--- src/rtl/prom_ld_pkg.sv ---
package prom_ld_pkg;
  typedef enum logic [1:0] {
    LD_IDLE = 2'd0,
    LD_RUN  = 2'd1,
    LD_DONE = 2'd2
  } ld_state_e;
endpackage

--- src/rtl/ld_cclk_gen.sv ---
module ld_cclk_gen #(
  parameter int HALF_DIV = 2
) (
  input  logic clk,
  input  logic rst,
  input  logic en,
  output logic cclk,
  output logic rise_en,
  output logic fall_en
);
  localparam int PW = (HALF_DIV > 1) ? $clog2(HALF_DIV) : 1;
  localparam logic [PW-1:0] PH_LAST = PW'(HALF_DIV - 1);

  logic [PW-1:0] ph_q;
  logic          cclk_q;

  always_ff @(posedge clk) begin
    if (rst || !en) begin
      ph_q   <= '0;
      cclk_q <= 1'b0;
    end else if (ph_q == PH_LAST) begin
      ph_q   <= '0;
      cclk_q <= ~cclk_q;
    end else begin
      ph_q <= ph_q + 1'b1;
    end
  end

  assign rise_en = en && (ph_q == PH_LAST) && !cclk_q;
  assign fall_en = en && (ph_q == PH_LAST) &&  cclk_q;
  assign cclk    = cclk_q;

  // the two edge enables never fire together
  p_edges_excl_r2: assert property (@(posedge clk) disable iff (rst)
    $onehot0({rise_en, fall_en}));

  // a rise enable is followed by a high clock
  p_rise_sets_r2: assert property (@(posedge clk) disable iff (rst)
    rise_en |=> cclk);
endmodule

--- src/rtl/ld_addr_seq.sv ---
module ld_addr_seq #(
  parameter int ADDR_W = 16
) (
  input  logic              clk,
  input  logic              rst,
  input  logic              load,
  input  logic              down,
  input  logic              step,
  input  logic              step_down,
  output logic [ADDR_W-1:0] addr
);
  logic [ADDR_W-1:0] addr_q;

  always_ff @(posedge clk) begin
    if (rst) begin
      addr_q <= '0;
    end else if (load) begin
      addr_q <= down ? '1 : '0;
    end else if (step) begin
      addr_q <= step_down ? addr_q - 1'b1 : addr_q + 1'b1;
    end
  end

  assign addr = addr_q;

  // a load places the address at one end of the range
  p_load_end_r3: assert property (@(posedge clk) disable iff (rst)
    load |=> (addr == '0) || (addr == '1));
endmodule

--- src/rtl/ld_serializer.sv ---
module ld_serializer #(
  parameter int DATA_W = 8
) (
  input  logic              clk,
  input  logic              rst,
  input  logic              cap_en,
  input  logic [DATA_W-1:0] din,
  input  logic              fall_en,
  output logic              sdout,
  output logic              busy
);
  localparam int LW = (DATA_W > 2) ? $clog2(DATA_W) : 1;
  localparam logic [LW-1:0] LEFT_FULL = LW'(DATA_W - 1);

  logic [DATA_W-1:0] cap_q;
  logic [DATA_W-1:0] sh_q;
  logic [LW-1:0]     left_q;
  logic [1:0]        pend_q;
  logic              sdout_q;

  always_ff @(posedge clk) begin
    if (rst) begin
      cap_q   <= '0;
      sh_q    <= '0;
      left_q  <= '0;
      pend_q  <= 2'd0;
      sdout_q <= 1'b1;
    end else begin
      if (cap_en) begin
        cap_q  <= din;
        pend_q <= 2'd1;
      end
      if (fall_en) begin
        if (pend_q == 2'd2) begin
          sdout_q <= cap_q[0];
          sh_q    <= cap_q >> 1;
          left_q  <= LEFT_FULL;
          pend_q  <= 2'd0;
        end else begin
          if (pend_q == 2'd1) pend_q <= 2'd2;
          if (left_q != '0) begin
            sdout_q <= sh_q[0];
            sh_q    <= sh_q >> 1;
            left_q  <= left_q - 1'b1;
          end else begin
            sdout_q <= 1'b1;
          end
        end
      end
    end
  end

  assign sdout = sdout_q;
  assign busy  = (pend_q != 2'd0) || (left_q != '0);

  // a byte is never captured while a previous one still waits to load
  p_no_overrun_r5: assert property (@(posedge clk) disable iff (rst)
    cap_en |-> (pend_q == 2'd0));
endmodule

--- src/rtl/prom_serial_loader.sv ---
module prom_serial_loader
  import prom_ld_pkg::*;
#(
  parameter int ADDR_W   = 16,
  parameter int DATA_W   = 8,
  parameter int CNT_W    = 16,
  parameter int HALF_DIV = 2
) (
  input  logic              clk,
  input  logic              rst,
  input  logic              start,
  input  logic              dir_down,
  input  logic [CNT_W-1:0]  byte_count,
  output logic [ADDR_W-1:0] prom_addr,
  input  logic [DATA_W-1:0] prom_data,
  output logic              cclk,
  output logic              sdout,
  output logic              done
);
  localparam int SW = (DATA_W > 2) ? $clog2(DATA_W) : 1;
  localparam logic [SW-1:0] SLOT_LAST = SW'(DATA_W - 1);

  ld_state_e        state_q;
  logic             dir_q;
  logic [CNT_W-1:0] total_q;
  logic [CNT_W-1:0] ncap_q;
  logic [SW-1:0]    slot_q;
  logic             done_q;

  logic rise_en, fall_en, ser_busy, cap_en, accept;

  assign accept = start && (state_q != LD_RUN);
  assign cap_en = (state_q == LD_RUN) && rise_en && (slot_q == '0) &&
                  (ncap_q != total_q);

  always_ff @(posedge clk) begin
    if (rst) begin
      state_q <= LD_IDLE;
      dir_q   <= 1'b0;
      total_q <= '0;
      ncap_q  <= '0;
      slot_q  <= '0;
      done_q  <= 1'b0;
    end else if (accept) begin
      dir_q   <= dir_down;
      total_q <= byte_count;
      ncap_q  <= '0;
      slot_q  <= '0;
      done_q  <= (byte_count == '0);
      state_q <= (byte_count == '0) ? LD_DONE : LD_RUN;
    end else if (state_q == LD_RUN) begin
      if (rise_en) begin
        slot_q <= (slot_q == SLOT_LAST) ? '0 : slot_q + 1'b1;
        if (cap_en) ncap_q <= ncap_q + 1'b1;
      end
      if (fall_en && (ncap_q == total_q) && !ser_busy) begin
        state_q <= LD_DONE;
        done_q  <= 1'b1;
      end
    end
  end

  ld_cclk_gen #(.HALF_DIV(HALF_DIV)) u_clkgen (
    .clk(clk), .rst(rst), .en(state_q == LD_RUN),
    .cclk(cclk), .rise_en(rise_en), .fall_en(fall_en)
  );

  ld_addr_seq #(.ADDR_W(ADDR_W)) u_addr (
    .clk(clk), .rst(rst), .load(accept), .down(dir_down),
    .step(cap_en), .step_down(dir_q), .addr(prom_addr)
  );

  ld_serializer #(.DATA_W(DATA_W)) u_ser (
    .clk(clk), .rst(rst), .cap_en(cap_en), .din(prom_data),
    .fall_en(fall_en), .sdout(sdout), .busy(ser_busy)
  );

  assign done = done_q;

  // the serial line moves only with a falling configuration edge
  p_sdout_on_fall_r6: assert property (@(posedge clk) disable iff (rst)
    !$stable(sdout) |-> $past(fall_en));

  // each capture moves the address by one in the sampled direction
  p_addr_step_r4: assert property (@(posedge clk) disable iff (rst)
    cap_en |=> prom_addr == ($past(dir_q) ? $past(prom_addr) - 1'b1
                                          : $past(prom_addr) + 1'b1));

  // done persists until a new start
  p_done_hold_r8: assert property (@(posedge clk) disable iff (rst)
    (done && !start) |=> done);

  // the line is high whenever done is set
  p_done_high_r8: assert property (@(posedge clk) disable iff (rst)
    done |-> sdout);

  // the address is frozen after completion
  p_addr_hold_r8: assert property (@(posedge clk) disable iff (rst)
    (state_q == LD_DONE && !start) |=> $stable(prom_addr));

  // no configuration edges outside a load
  p_no_edge_idle_r2: assert property (@(posedge clk) disable iff (rst)
    (state_q != LD_RUN) |-> (!rise_en && !fall_en));
endmodule

--- config.mk ---
export PLATFORM = sky130hd
export DESIGN_NAME = prom_serial_loader
export DESIGN_NICKNAME = d
export VERILOG_FILES = /design/src/rtl/prom_ld_pkg.sv /design/src/rtl/ld_cclk_gen.sv /design/src/rtl/ld_addr_seq.sv /design/src/rtl/ld_serializer.sv /design/src/rtl/prom_serial_loader.sv
export SDC_FILE = /design/constraint.sdc
export NUM_CORES = 1
export LEC_CHECK = 0
export BUFFER_PORTS_ARGS = -buffer_cell sky130_fd_sc_hd__buf_2
export CAP_MARGIN = 40
export CORE_MARGIN = 5
export CORE_UTILIZATION = 50
export DETAILED_ROUTE_END_ITERATION = 7
export PLACE_DENSITY = 0.77
export SETUP_SLACK_MARGIN = 0.3
export SLEW_MARGIN = 30
export SYNTH_ARGS = -nofsm -noshare
export SYNTH_HDL_FRONTEND = slang
export SYNTH_HIERARCHICAL = 1
export SYNTH_SLANG_ARGS = --single-unit
--- constraint.sdc ---
create_clock -name clk -period 7.7 [get_ports clk]
set_clock_uncertainty 0.2 [all_clocks]
set_input_delay 1.54 -clock clk [delete_from_list [all_inputs] [get_ports clk]]
set_output_delay 1.54 -clock clk [all_outputs]
set_load 0.01 [all_outputs]
==> results.tsv <==
metric	value	unit
area grow syn2layout	12.8	%
WHS	0.272	ns
Crit-path slowest cell	a21oi_1	
Max Root-Sink Buffers	2	
DR pass1 iterations	5	
CP Class	in -> reg	
Crit. Startpoint	start	
CP startpoint kind	input port	
DRC Markers	0	
first-pass GRT wire length	17700	um
Worst slew margin	56.1	%
Top FF cell, synth	dfxtp_1	
GRT met3 Usage	4.13	%
CP Max Fanout	20	
Nets	600	
Final Hold Viols	0	
slowest stage delay, CP	0.54	ns
postcts setup bufs	0	
r2r endpoint	u_addr/addr[11]	
Post-Syn Area	4310	sq um
Yosys warnings	6	
status	complete, no violations	
CP cell instances	buf_2 > nand2_1 > inv_1 > a21oi_1 > clkbuf_2 > o221ai_1 > a211oi_1	
#FFs+latches synth	77	
peak supply drop	0.128	mV
combinational power share	17.2	%
H-tree levels	3	
Final Max Tran Viols	0	
Chip Width	103	um
GRT met2 Usage	35.3	%
sw frac	28.5	%
total power	0.904	mW
Internal Pwr Total	0.646	mW
layout cells sized above 1	15.5	%
HP Class	reg -> reg	
fin util	58.6	%
Mapped Nets	561	
# rows	33	
CTS root buffer	clkbuf_8	
Hold-fix buffers, CTS	0	
dpl cells	642	
grt peak-use layer	met2	
pwr/cell area	186	nW/um^2
drt via density	5.90	
EDFF count, synth	0	
via count	3901	
Buffers on Ports	46	
Worst Path Arrival	3.72	ns
CTS Buf Count	9	
vias in the first global route	3821	
Iter 0 DRT Violations	204	
Mapped Cells	512	
post-synthesis sequential area ratio	35.7	%
post-CTS sizing	0	
static leakage	1.86	nW
final worst setup slack	4.04	ns
Setup crit end	u_addr/addr[13]	
Worst Tran Pin Value	0.658	ns
worst-skew pair later-pin latency	0.35	ns
Worst-path clk slew	0.07	ns
gp weighted congestion	0.814	
syn avg cell area	8.42	sq um
final cell count without fillers	661	
antenna violations before repair	0	
Initial Utilization	52.0	%
Place WS	3.64	ns
Worst EP required	7.76	ns
fill cell count	725	
r2r setup slk	4.43	ns
Total Routing Usage GR	20.8	%
Clock Sinks	77	
largest net degree at the start of global routing	53	
Worst R2R Start	state_q[0]	
DP Wirelength	7460	um
die height	103	um
I/O Pins	47	
Seq pwr share	47.8	%
R2R cell count	11	
P_sw	0.258	mW
antenna cells	0	
wirelength, routed	10400	um
Setup TNS	0	ns
Yosys cell types	65	
CTS tree	built	
post-route minimum period	3.66	ns
Final Setup Violations	0	
f_max	273	MHz
cell area after placement	4610	sq um
DIE AREA	10600	sq um
unrepaired setup endpoints after global routing	no	
Clock Power Share	35.0	%
final cycle utilization of the critical path	47.5	%
Crit. End Element	flip-flop	
post-route cell area	4860	sq um
Post-synth ARST share	0	%
final antenna-violating net count	0	
met1 usage in global routing	26.8	%
global route total overflow	0	
max cap viols	0	
core area	8300	sq um
DR WL/cell	15.7	um
## power by group through the flow
stage | clock [mW] | combinational, mW | sequential (mW)
after floorplan | 0 | 0.103 | 0.441
after global placement | 0 | 0.142 | 0.442
after detailed placement | 0 | 0.149 | 0.442
after CTS | 0.321 | 0.150 | 0.433
after global routing | 0.340 | 0.173 | 0.435
final | 0.316 | 0.155 | 0.432
## synthesized netlist by cell type (all sizes together) (3+ instances only)
library cell | count | area share [%]
o21ai | 29 | 3.4
o221ai | 3 | 0.61
inv | 18 | 1.6
or4 | 9 | 1.6
a41oi | 8 | 1.8
o211ai | 5 | 1.2
xnor2 | 25 | 5.1
nand2 | 59 | 5.1
o21a | 7 | 1.2
o31ai | 7 | 1.2
a211oi | 6 | 1.2
nor2 | 30 | 2.6
buf | 10 | 1.3
nand4 | 8 | 1.2
xor2 | 5 | 1.0
a21oi | 58 | 7.1
nor4 | 5 | 0.73
or3 | 9 | 1.3
mux2i | 17 | 3.9
a22oi | 3 | 0.64
nor2b | 6 | 0.87
a21o | 5 | 0.90
dfxtp | 77 | 36
and3 | 3 | 0.46
clkbuf | 14 | 1.2
nand2b | 5 | 0.73
nor3b | 9 | 1.6
ha | 20 | 5.8
and2 | 5 | 0.73
nor3 | 8 | 0.93
nand3 | 12 | 1.4
## routing by layer
metal / vias up / share of wire (%)
li1: 1939 / -
met1: 1869 / 45
met2: 84 / 49
met3: 9 / 5.0
met4: 0 / 0.91
met5: - / 0
## sequential cells by signal (all words and copies together), names as in the netlist
name,flops
u_ser/left_q,3
ncap_q,16
u_addr/addr,16
slot_q,3
total_q,16
dir_q,1
u_ser/cap_q,8
u_ser/pend_q,2
u_clkgen/cclk,1
u_ser/sh_q,7
u_ser/sdout,1
u_clkgen/ph_q,1
state_q,2
## cell families (layout without fill, tap and decap cells)
logic type | count (synthesis) | count (layout) | synth area share [%]
xor+xnor | 30 | 30 | 6.09
fa+ha+maj | 21 | 21 | 6.27
compound gates | 147 | 147 | 22.4
flops | 77 | 77 | 35.7
mux | 18 | 18 | 4.21
simple gates | 177 | 177 | 21.2
buf+inv | 42 | 86 | 4.12
## worst max-delay path, delay by kind of cell
family / cells / cell delay [ns]
buffers and inverters: 3 / 0.88
and+or+nand+nor: 1 / 0.45
AOI/OAI and AO/OA: 3 / 0.84
## placed cells by master (no fill, tap or decap), types with 5 or more instances in the layout
master and n:
dfxtp_1 77, nand4_1 8, or3_1 9, nor3b_1 9, and2_1 5, nor2_1 29
nor2b_1 5, ha_1 20, o31ai_1 7, o21ai_1 13, mux2i_1 17, o21a_1 7
nor3_1 8, nand2b_1 5, a41oi_1 7, a211oi_1 5, buf_2 46, nand2_1 59
nand3_1 12, o21ai_0 16, xor2_1 5, a21oi_1 56, xnor2_1 25, clkbuf_8 11
or4_1 9, inv_1 18
## cell type report
class                   instances  area (sq um)  area share, %
clock buffers                  11           151           3.11
clock inverters                 5          58.8           1.21
inverters                      18          67.6           1.39
multi-input cells             393          2610           53.6
flip-flops and latches         77          1540           31.7
well taps                     105           131           2.70
repair buffers                 52           308           6.33
## worst min-delay path by stage
stage,from,to,slack [ns],depth (start not counted)
floorplan,u_clkgen/ph_q,u_clkgen/ph_q,0.23,1
global placement,u_clkgen/ph_q,u_clkgen/ph_q,0.25,1
detailed placement,u_clkgen/ph_q,u_clkgen/ph_q,0.26,1
CTS,total_q[14],total_q[14],0.28,2
global route,total_q[10],total_q[10],0.30,2
finish,u_clkgen/ph_q,u_clkgen/ph_q,0.27,1
(Power assumes the default switching activity.)
